<file path="config.mk">
export PLATFORM = sky130hd
export DESIGN_NAME = dma_regif
export DESIGN_NICKNAME = d
export VERILOG_FILES = /design/src/rtl/dma_regif_pkg.sv /design/src/rtl/dma_regif_decode.sv /design/src/rtl/dma_regif_status.sv /design/src/rtl/dma_regif_chan.sv /design/src/rtl/dma_regif.sv
export SDC_FILE = /design/constraint.sdc
export NUM_CORES = 1
export LEC_CHECK = 0
export ABC_AREA = 1
export ABC_CLOCK_PERIOD_IN_PS = 2800
export BUFFER_PORTS_ARGS = -buffer_cell sky130_fd_sc_hd__buf_2
export CORE_MARGIN = 2
export CORE_UTILIZATION = 56
export DETAILED_ROUTE_END_ITERATION = 10
export GPL_TIMING_DRIVEN = 0
export PLACE_DENSITY = 0.88
export SLEW_MARGIN = 20
export SYNTH_ARGS = -nofsm -noshare
export SYNTH_HDL_FRONTEND = slang
export SYNTH_SLANG_ARGS = --single-unit
</file>
<file path="constraint.sdc">
create_clock -name clk -period 2.8 [get_ports clk]
set_clock_uncertainty 0.05 [all_clocks]
set_input_delay 0.56 -clock clk [delete_from_list [all_inputs] [get_ports clk]]
set_output_delay 0.56 -clock clk [all_outputs]
set_load 0.01 [all_outputs]
</file>
<file path="src/rtl/dma_regif_pkg.sv">
package dma_regif_pkg;
    localparam int NCH   = 4;
    localparam int CHW   = $clog2(NCH);
    localparam int DW    = 8;
    localparam int AW    = 4;
    localparam int MODEW = DW - CHW;

    typedef enum logic [2:0] {
        SEL_STAT_CMD  = 3'd0,
        SEL_SWREQ     = 3'd1,
        SEL_CMD_SMASK = 3'd2,
        SEL_MODE      = 3'd3,
        SEL_BPTR      = 3'd4,
        SEL_TMP_MCLR  = 3'd5,
        SEL_MCNT      = 3'd6,
        SEL_AMASK     = 3'd7
    } sel_e;

    typedef struct packed {
        logic cmd_wr;
        logic sreq_wr;
        logic smask_wr;
        logic mode_wr;
        logic bptr_set;
        logic mclr;
        logic mcnt_clr;
        logic amask_wr;
    } wr_cmd_t;

    typedef struct packed {
        logic stat_rd;
        logic sreq_rd;
        logic cmd_rd;
        logic mode_rd;
        logic tmp_rd;
        logic amask_rd;
    } rd_cmd_t;

    function automatic logic [NCH-1:0] set_one_bit(
        input logic [NCH-1:0] cur, input logic [CHW-1:0] ch, input logic val);
        logic [NCH-1:0] r;
        r = cur;
        r[ch] = val;
        return r;
    endfunction
endpackage

</file>
<file path="src/rtl/dma_regif_decode.sv">
module dma_regif_decode
    import dma_regif_pkg::*;
(
    input  logic          clk,
    input  logic          rst,
    input  logic          cs_n,
    input  logic          rd_n,
    input  logic          wr_n,
    input  logic [AW-1:0] addr,
    output logic          rd_go,
    output logic          wr_go,
    output wr_cmd_t       wcmd,
    output rd_cmd_t       rcmd
);
    logic rd_q, wr_q;
    sel_e sel;

    always_ff @(posedge clk) begin
        if (rst) begin
            rd_q <= 1'b1;
            wr_q <= 1'b1;
        end else begin
            rd_q <= rd_n;
            wr_q <= wr_n;
        end
    end

    assign rd_go = !cs_n && !rd_n && rd_q;
    assign wr_go = !cs_n && !wr_n && wr_q;
    assign sel   = sel_e'(addr[AW-2:0]);

    always_comb begin
        wcmd = '0;
        rcmd = '0;
        if (wr_go && addr[AW-1]) begin
            unique case (sel)
                SEL_STAT_CMD:  wcmd.cmd_wr   = 1'b1;
                SEL_SWREQ:     wcmd.sreq_wr  = 1'b1;
                SEL_CMD_SMASK: wcmd.smask_wr = 1'b1;
                SEL_MODE:      wcmd.mode_wr  = 1'b1;
                SEL_BPTR:      wcmd.bptr_set = 1'b1;
                SEL_TMP_MCLR:  wcmd.mclr     = 1'b1;
                SEL_MCNT:      wcmd.mcnt_clr = 1'b1;
                SEL_AMASK:     wcmd.amask_wr = 1'b1;
                default: ;
            endcase
        end
        if (rd_go && addr[AW-1]) begin
            unique case (sel)
                SEL_STAT_CMD:  rcmd.stat_rd  = 1'b1;
                SEL_SWREQ:     rcmd.sreq_rd  = 1'b1;
                SEL_CMD_SMASK: rcmd.cmd_rd   = 1'b1;
                SEL_MODE:      rcmd.mode_rd  = 1'b1;
                SEL_TMP_MCLR:  rcmd.tmp_rd   = 1'b1;
                SEL_AMASK:     rcmd.amask_rd = 1'b1;
                default: ;
            endcase
        end
    end
endmodule

</file>
<file path="src/rtl/dma_regif_status.sv">
module dma_regif_status
    import dma_regif_pkg::*;
(
    input  logic           clk,
    input  logic           rst,
    input  logic           mclr_now,
    input  logic           mclr_pulse,
    input  logic           stat_rd,
    input  logic           req_low_active,
    input  logic [NCH-1:0] tc_hit,
    input  logic [NCH-1:0] eop_hit,
    input  logic [NCH-1:0] req_in,
    output logic [NCH-1:0] tc_flags,
    output logic [NCH-1:0] req_flags
);
    // Sticky flags: a same-cycle hit wins over the read-clear.
    always_ff @(posedge clk) begin
        if (rst || mclr_now)
            tc_flags <= '0;
        else
            tc_flags <= (stat_rd ? '0 : tc_flags) | tc_hit | eop_hit;
    end

    // Request levels captured on the falling edge.
    always_ff @(negedge clk) begin
        if (rst || mclr_pulse)
            req_flags <= '0;
        else
            req_flags <= req_in ^ {NCH{req_low_active}};
    end
endmodule

</file>
<file path="src/rtl/dma_regif_chan.sv">
module dma_regif_chan
    import dma_regif_pkg::*;
(
    input  logic               clk,
    input  logic               rst,
    input  wr_cmd_t            wcmd,
    input  logic               mode_rd,
    input  logic [DW-1:0]      din,
    output logic [NCH-1:0]     mask,
    output logic [NCH-1:0]     swreq,
    output logic [NCH*MODEW-1:0] mode_flat,
    output logic [CHW-1:0]     mcnt,
    output logic [MODEW-1:0]   mode_sel
);
    logic [CHW-1:0]   ch;
    logic [MODEW-1:0] mode_r [NCH];

    assign ch = din[CHW-1:0];

    always_ff @(posedge clk) begin
        if (rst || wcmd.mclr) begin
            mask  <= '1;
            swreq <= '0;
        end else begin
            if (wcmd.smask_wr)
                mask <= set_one_bit(mask, ch, din[CHW]);
            else if (wcmd.amask_wr)
                mask <= din[NCH-1:0];
            if (wcmd.sreq_wr)
                swreq <= set_one_bit(swreq, ch, din[CHW]);
        end
    end

    always_ff @(posedge clk) begin
        if (rst || wcmd.mclr || wcmd.mcnt_clr)
            mcnt <= '0;
        else if (mode_rd)
            mcnt <= mcnt + 1'b1;
    end

    for (genvar g = 0; g < NCH; g++) begin : g_mode
        always_ff @(posedge clk) begin
            if (rst)
                mode_r[g] <= '0;
            else if (wcmd.mode_wr && ch == CHW'(g))
                mode_r[g] <= din[DW-1:CHW];
        end
        assign mode_flat[g*MODEW +: MODEW] = mode_r[g];
    end

    assign mode_sel = mode_r[mcnt];
endmodule

</file>
<file path="src/rtl/dma_regif.sv">
module dma_regif
    import dma_regif_pkg::*;
(
    input  logic                 clk,
    input  logic                 rst,
    input  logic                 cs_n,
    input  logic                 rd_n,
    input  logic                 wr_n,
    input  logic [AW-1:0]        addr,
    input  logic [DW-1:0]        din,
    output logic [DW-1:0]        dout,
    input  logic [NCH-1:0]       tc_hit,
    input  logic [NCH-1:0]       eop_hit,
    input  logic [NCH-1:0]       req_in,
    input  logic                 tmp_ld,
    input  logic [DW-1:0]        tmp_data,
    output logic [DW-1:0]        cmd_o,
    output logic [NCH-1:0]       mask_o,
    output logic [NCH-1:0]       swreq_o,
    output logic [NCH*MODEW-1:0] mode_o,
    output logic                 bptr_o,
    output logic                 mclr_o
);
    localparam int REQ_SENSE_BIT = 6;

    logic             rd_go, wr_go;
    wr_cmd_t          wcmd;
    rd_cmd_t          rcmd;
    logic [NCH-1:0]   tc_flags, req_flags;
    logic [CHW-1:0]   mcnt;
    logic [MODEW-1:0] mode_sel;
    logic [DW-1:0]    tmp_q, rd_mux;

    dma_regif_decode u_dec (
        .clk(clk), .rst(rst), .cs_n(cs_n), .rd_n(rd_n), .wr_n(wr_n),
        .addr(addr), .rd_go(rd_go), .wr_go(wr_go), .wcmd(wcmd), .rcmd(rcmd)
    );

    dma_regif_status u_stat (
        .clk(clk), .rst(rst), .mclr_now(wcmd.mclr), .mclr_pulse(mclr_o),
        .stat_rd(rcmd.stat_rd), .req_low_active(cmd_o[REQ_SENSE_BIT]),
        .tc_hit(tc_hit), .eop_hit(eop_hit), .req_in(req_in),
        .tc_flags(tc_flags), .req_flags(req_flags)
    );

    dma_regif_chan u_chan (
        .clk(clk), .rst(rst), .wcmd(wcmd), .mode_rd(rcmd.mode_rd), .din(din),
        .mask(mask_o), .swreq(swreq_o), .mode_flat(mode_o),
        .mcnt(mcnt), .mode_sel(mode_sel)
    );

    always_ff @(posedge clk) begin
        if (rst || wcmd.mclr) begin
            cmd_o  <= '0;
            tmp_q  <= '0;
            bptr_o <= 1'b0;
        end else begin
            if (wcmd.cmd_wr)   cmd_o  <= din;
            if (tmp_ld)        tmp_q  <= tmp_data;
            if (wcmd.bptr_set) bptr_o <= 1'b1;
        end
    end

    always_ff @(posedge clk) begin
        if (rst) mclr_o <= 1'b0;
        else     mclr_o <= wcmd.mclr;
    end

    always_comb begin
        rd_mux = '0;
        if (rcmd.stat_rd)  rd_mux = {req_flags, tc_flags};
        if (rcmd.sreq_rd)  rd_mux = {{(DW-NCH){1'b0}}, swreq_o};
        if (rcmd.cmd_rd)   rd_mux = cmd_o;
        if (rcmd.mode_rd)  rd_mux = {mode_sel, mcnt};
        if (rcmd.tmp_rd)   rd_mux = tmp_q;
        if (rcmd.amask_rd) rd_mux = {{(DW-NCH){1'b0}}, mask_o};
    end

    always_ff @(posedge clk) begin
        if (rst)        dout <= '0;
        else if (rd_go) dout <= rd_mux;
    end
endmodule

</file>
# Word-level counts from Yosys, hierarchy flattened

Memory sizes are Yosys's and may differ from the RTL's. A register that Yosys moved wholly into a read port is not among the register bits.
Cells that the tools add are included.

Register bits after elaboration: 46
Bits in writable memories: 24
Input bits: 38
Output and inout port bits: 50
Memories kept: 1

Memories:

| memory        | depth | width | read ports | clocked after memory_dff | wr ports | RTL line             | source |
|---|---|---|---|---|---|---|---|
| u_chan.mode_r | 4     | 6     | 5          | 1                        | 4        | dma_regif_chan.sv:16 | `logic [MODEW-1:0] mode_r [NCH];` |

Add/subtract/negate cells: 1
$lt $le $gt $ge: 2
Equal/unequal tests: 10
Multiplexer cells: 43
Bitwise gates (word level): 7
Reduce and logical (&&, ||, !) cells: 20

Operator list:

| operator                                             | number |
|---|---|
| 2-to-1 mux 8 bit                                     | 7 |
| 2-to-1 mux 6 bit                                     | 5 |
| 2-to-1 mux 1 bit                                     | 23 |
| == test 3 bit (second input constant)                | 4 |
| 2-to-1 mux 4 bit                                     | 3 |
| logical AND 1 bit                                    | 11 |
| bitwise mux 4 bit                                    | 2 |
| OR 4 bit                                             | 2 |
| == test 3 x 2 -> 1 bit (second input constant)       | 2 |
| == test 2 bit (second input constant)                | 2 |
| 2-to-1 mux 2 bit                                     | 2 |
| OR 1 bit                                             | 4 |
| bitwise XOR 4 bit                                    | 1 |
| == test 3 x 1 -> 1 bit (second input constant)       | 1 |
| logical NOT 1 bit                                    | 3 |
| logical NOT 3 bit                                    | 1 |
| logical OR 1 bit                                     | 3 |
| < comparator 2 x 3 -> 1 bit (second input constant)  | 1 |
| adder 2 x 1 -> 2 bit (second input constant)         | 1 |
| demux 1 bit (select 2 bit)                           | 1 |
| == test 2 x 1 -> 1 bit (second input constant)       | 1 |
| >= comparator 2 x 1 -> 1 bit (second input constant) | 1 |
| logical NOT 2 bit                                    | 1 |
| nonzero test 2 bit                                   | 1 |

# Logic depth before layout (Yosys ltp)

Depth in word-level cells: 11
Depth in mapped cells: 10
Mapped depth without buffers: 10

# By module

From an unflattened synthesis, not the netlist that was laid out.

Cells, all modules: 477
Area total of the unflattened synthesis: 3709.8 µm²

Modules (own cells, without submodules):

| module           | instances | cells each | area an instance (µm²) | sequential area each (µm²) |
|---|---|---|---|---|
| dma_regif_chan   | 1         | 194        | 1773.0                 | 960.9 |
| dma_regif        | 1         | 200        | 1391.3                 | 520.5 |
| dma_regif_status | 1         | 46         | 330.3                  | 160.2 |
| dma_regif_decode | 1         | 37         | 215.2                  | 40.0 |

==> impl_metrics.env <==
export IMPL_die_w_um=79.8
export IMPL_report_final_hold_viol_count=0
export IMPL_synth_top_area_share_pct=29.9
export IMPL_tns_ps=0
export IMPL_worstMarginPinSlew_ps=940
export IMPL_viasPerCell=5.53
export IMPL_path_delay_family="flip-flops"
export IMPL_yosys_top_cells_area="dfxtp_1, edfxtp_1, nand2_1"
export IMPL_arrival_ps=1210
export IMPL_syn2layout_area_growth_pct=22.6
export IMPL_synthFlopType="dfxtp_1"
export IMPL_slowest_stage="dfxtp_1"
export IMPL_powerDensity_nw_per_um2=538
export IMPL_startpoint_type="flip-flop"
export IMPL_synth_edf_count=24
export IMPL_ctsHtreeMaxLevel=3
export IMPL_path_class="reg -> reg"
export IMPL_routed_wl_mm=8.84
export IMPL_grt_pass1_wl_mm=13.7
export IMPL_port_buffers=86
export IMPL_rsz0062_at_grt="no"
export IMPL_syn_area_sq_um=3220
export IMPL_drc_errors=0
export IMPL_layout_drive_gt1_share_pct=24.9
export IMPL_p_leak_nw=1.83
export IMPL_status="completed"
export IMPL_seq_area_frac_synth_pct=52.3
export IMPL_diodes=0
export IMPL_overflow=0
export IMPL_placed_area_sq_um=3740
export IMPL_hpwl_mm=6.72
export IMPL_critPathBufInv=1
export IMPL_clockBufferDepth=2
export IMPL_routedWlPerCell_um=15.2
export IMPL_grt_start_max_net_pins=14
export IMPL_ys_seq_elements=72
export IMPL_grt_usage_pct=28.7
export IMPL_drt_first_pass_iters=5
export IMPL_yosys_area_top_type="dfxtp_1"
export IMPL_grt_antenna_before_repair=0
export IMPL_cts_tree="built"
export IMPL_ys_types=28
export IMPL_ys_async_sr_fraction_pct=0
export IMPL_gp_congestion=0.970
export IMPL_design_area_sq_um=3950
export IMPL_worst_setup_path_end_kind="flip-flop"
export IMPL_first_iter_violations=318
export IMPL_yosys_cell_count_top_type="nand2_1"
export IMPL_die_area_sq_um=6370
export IMPL_route_vias_total=3226
export IMPL_path_clk_slew_ps=80
export IMPL_maxCapViolations=0
export IMPL_core_area_sq_um=5540
export IMPL_relSlewSlack_pct=36.8
export IMPL_dieHeight_um=79.8
export IMPL_drtAntennaViolNets=0
export IMPL_worst_ir_drop_vdd_uv=392
export IMPL_hold_path_class="in -> reg"
export IMPL_p_total_mw=2.12
export IMPL_hold_buffers=0
export IMPL_path_cells="clkbuf_1 -> xnor2_1 -> nor2_1"
export IMPL_syn_inst=406
export IMPL_slowest_delay_ps=330
export IMPL_avgSynthCellArea_sq_um=7.93
export IMPL_syn_nets=444
export IMPL_numCtsBuffers=9
export IMPL_ios=88
export IMPL_cts_root_buffer="clkbuf_8"
export IMPL_clkLatencyLatePin_ps=390
export IMPL_postCtsSetupBuffers=0
export IMPL_final_max_slew_viol_count=0
export IMPL_fin_nets=544
export IMPL_initial_core_util_pct=58.1
export IMPL_synthTopCellsByCount="nand2_1, nor2_1, dfxtp_1"
export IMPL_first_global_vias=2932
export IMPL_num_rows=27
export IMPL_setup_violations_final=0
export IMPL_crit_required_ps=1620
export IMPL_yosys_warnings=0
export IMPL_crit_fanout=6
export IMPL_clkSinkCount=72
export IMPL_cts_resized_gates=0
-- cells in the final DEF, fill, tap and decap left out, drive strengths merged --
cell type  count
nand4          5
a22oi          4
clkinv         1
o31ai          1
clkbuf        13
clkinvlp       4
edfxtp        24
bufinv         1
nor2          78
nand2        118
nor3           2
a21oi         38
xnor2          4
o21ai         10
or2            4
o2111ai        3
nand3         23
inv           35
a31oi          1
dfxtp         48
buf           94
-- area by class of cell --
cell class	instances	area [sq um]
sequential	72	1680
timing repair buffer	86	430
buffer	11	65.1
fill	467	1590
inverter	31	116
clock inverter	10	83.8
tap	72	90.1
clock buffer	10	128
multi-input combinational	291	1350
-- cells by family after synthesis --
family          synth area share, %
compound gates                 9.64
xor+xnor                       1.09
buf+inv                        5.75
flops                          52.3
simple gates                   31.3
-- sequential cells by signal, indices dropped and copies added (netlist names), named ones only --
name              count
u_chan.mask           4
u_dec.wr_q            1
dout                  8
u_stat.req_flags      4
u_stat.tc_flags       4
mclr_o                1
u_chan.swreq          4
u_dec.rd_q            1
u_chan.mcnt           2
bptr_o                1
u_chan.mode_r        24
tmp_q                 8
cmd_o                 8
-- where the power goes --
group | internal [mW] | switching, mW
logic | 0.0585 | 0.109
clock network | 0.420 | 0.413
registers | 1.11 | 0.0160
-- metal layers --
| layer | GRT usage (%) | up-vias | routed length (um) |
|---|---|---|---|
| li1 | - | 1519 | - |
| met1 | 36.7 | 1475 | 3550 |
| met2 | 46.1 | 198 | 4130 |
| met3 | 4.52 | 34 | 840 |
| met4 | 16.1 | 0 | 314 |
| met5 | 0 | - | 0 |
-- through the flow --
step / worst slack, ps / cells / hold slack [ps] / utilization (%)
2_1_floorplan: 176 / 406 / 388 / -
3_3_place_gp: 119 / 564 / 400 / 67.5
3_5_place_dp: 97.0 / 564 / 403 / 67.5
4_1_cts: 398 / 583 / 363 / 71.2
5_1_grt: 338 / 583 / 372 / 71.2
6_report: 402 / 583 / 365 / 71.2
-- worst paths after layout --
| path | startpoint | endpoint | slack (ps) | cells after the start |
|---|---|---|---|---|
| max | cmd_o[6] | u_stat.req_flags[0] | 400 | 3 |
| min | wr_n | u_dec.wr_q | 360 | 2 |
| max reg2reg | cmd_o[6] | u_stat.req_flags[0] | 400 | 3 |
| min reg2reg | u_stat.tc_flags[2] | u_stat.tc_flags[2] | 420 | 2 |
-- worst reg2reg max path: stages, from the launching register on --
cell and delay (ps):
dfxtp_1 330, clkbuf_1 310, xnor2_1 170, nor2_1 60
(Power assumes the default switching activity.)
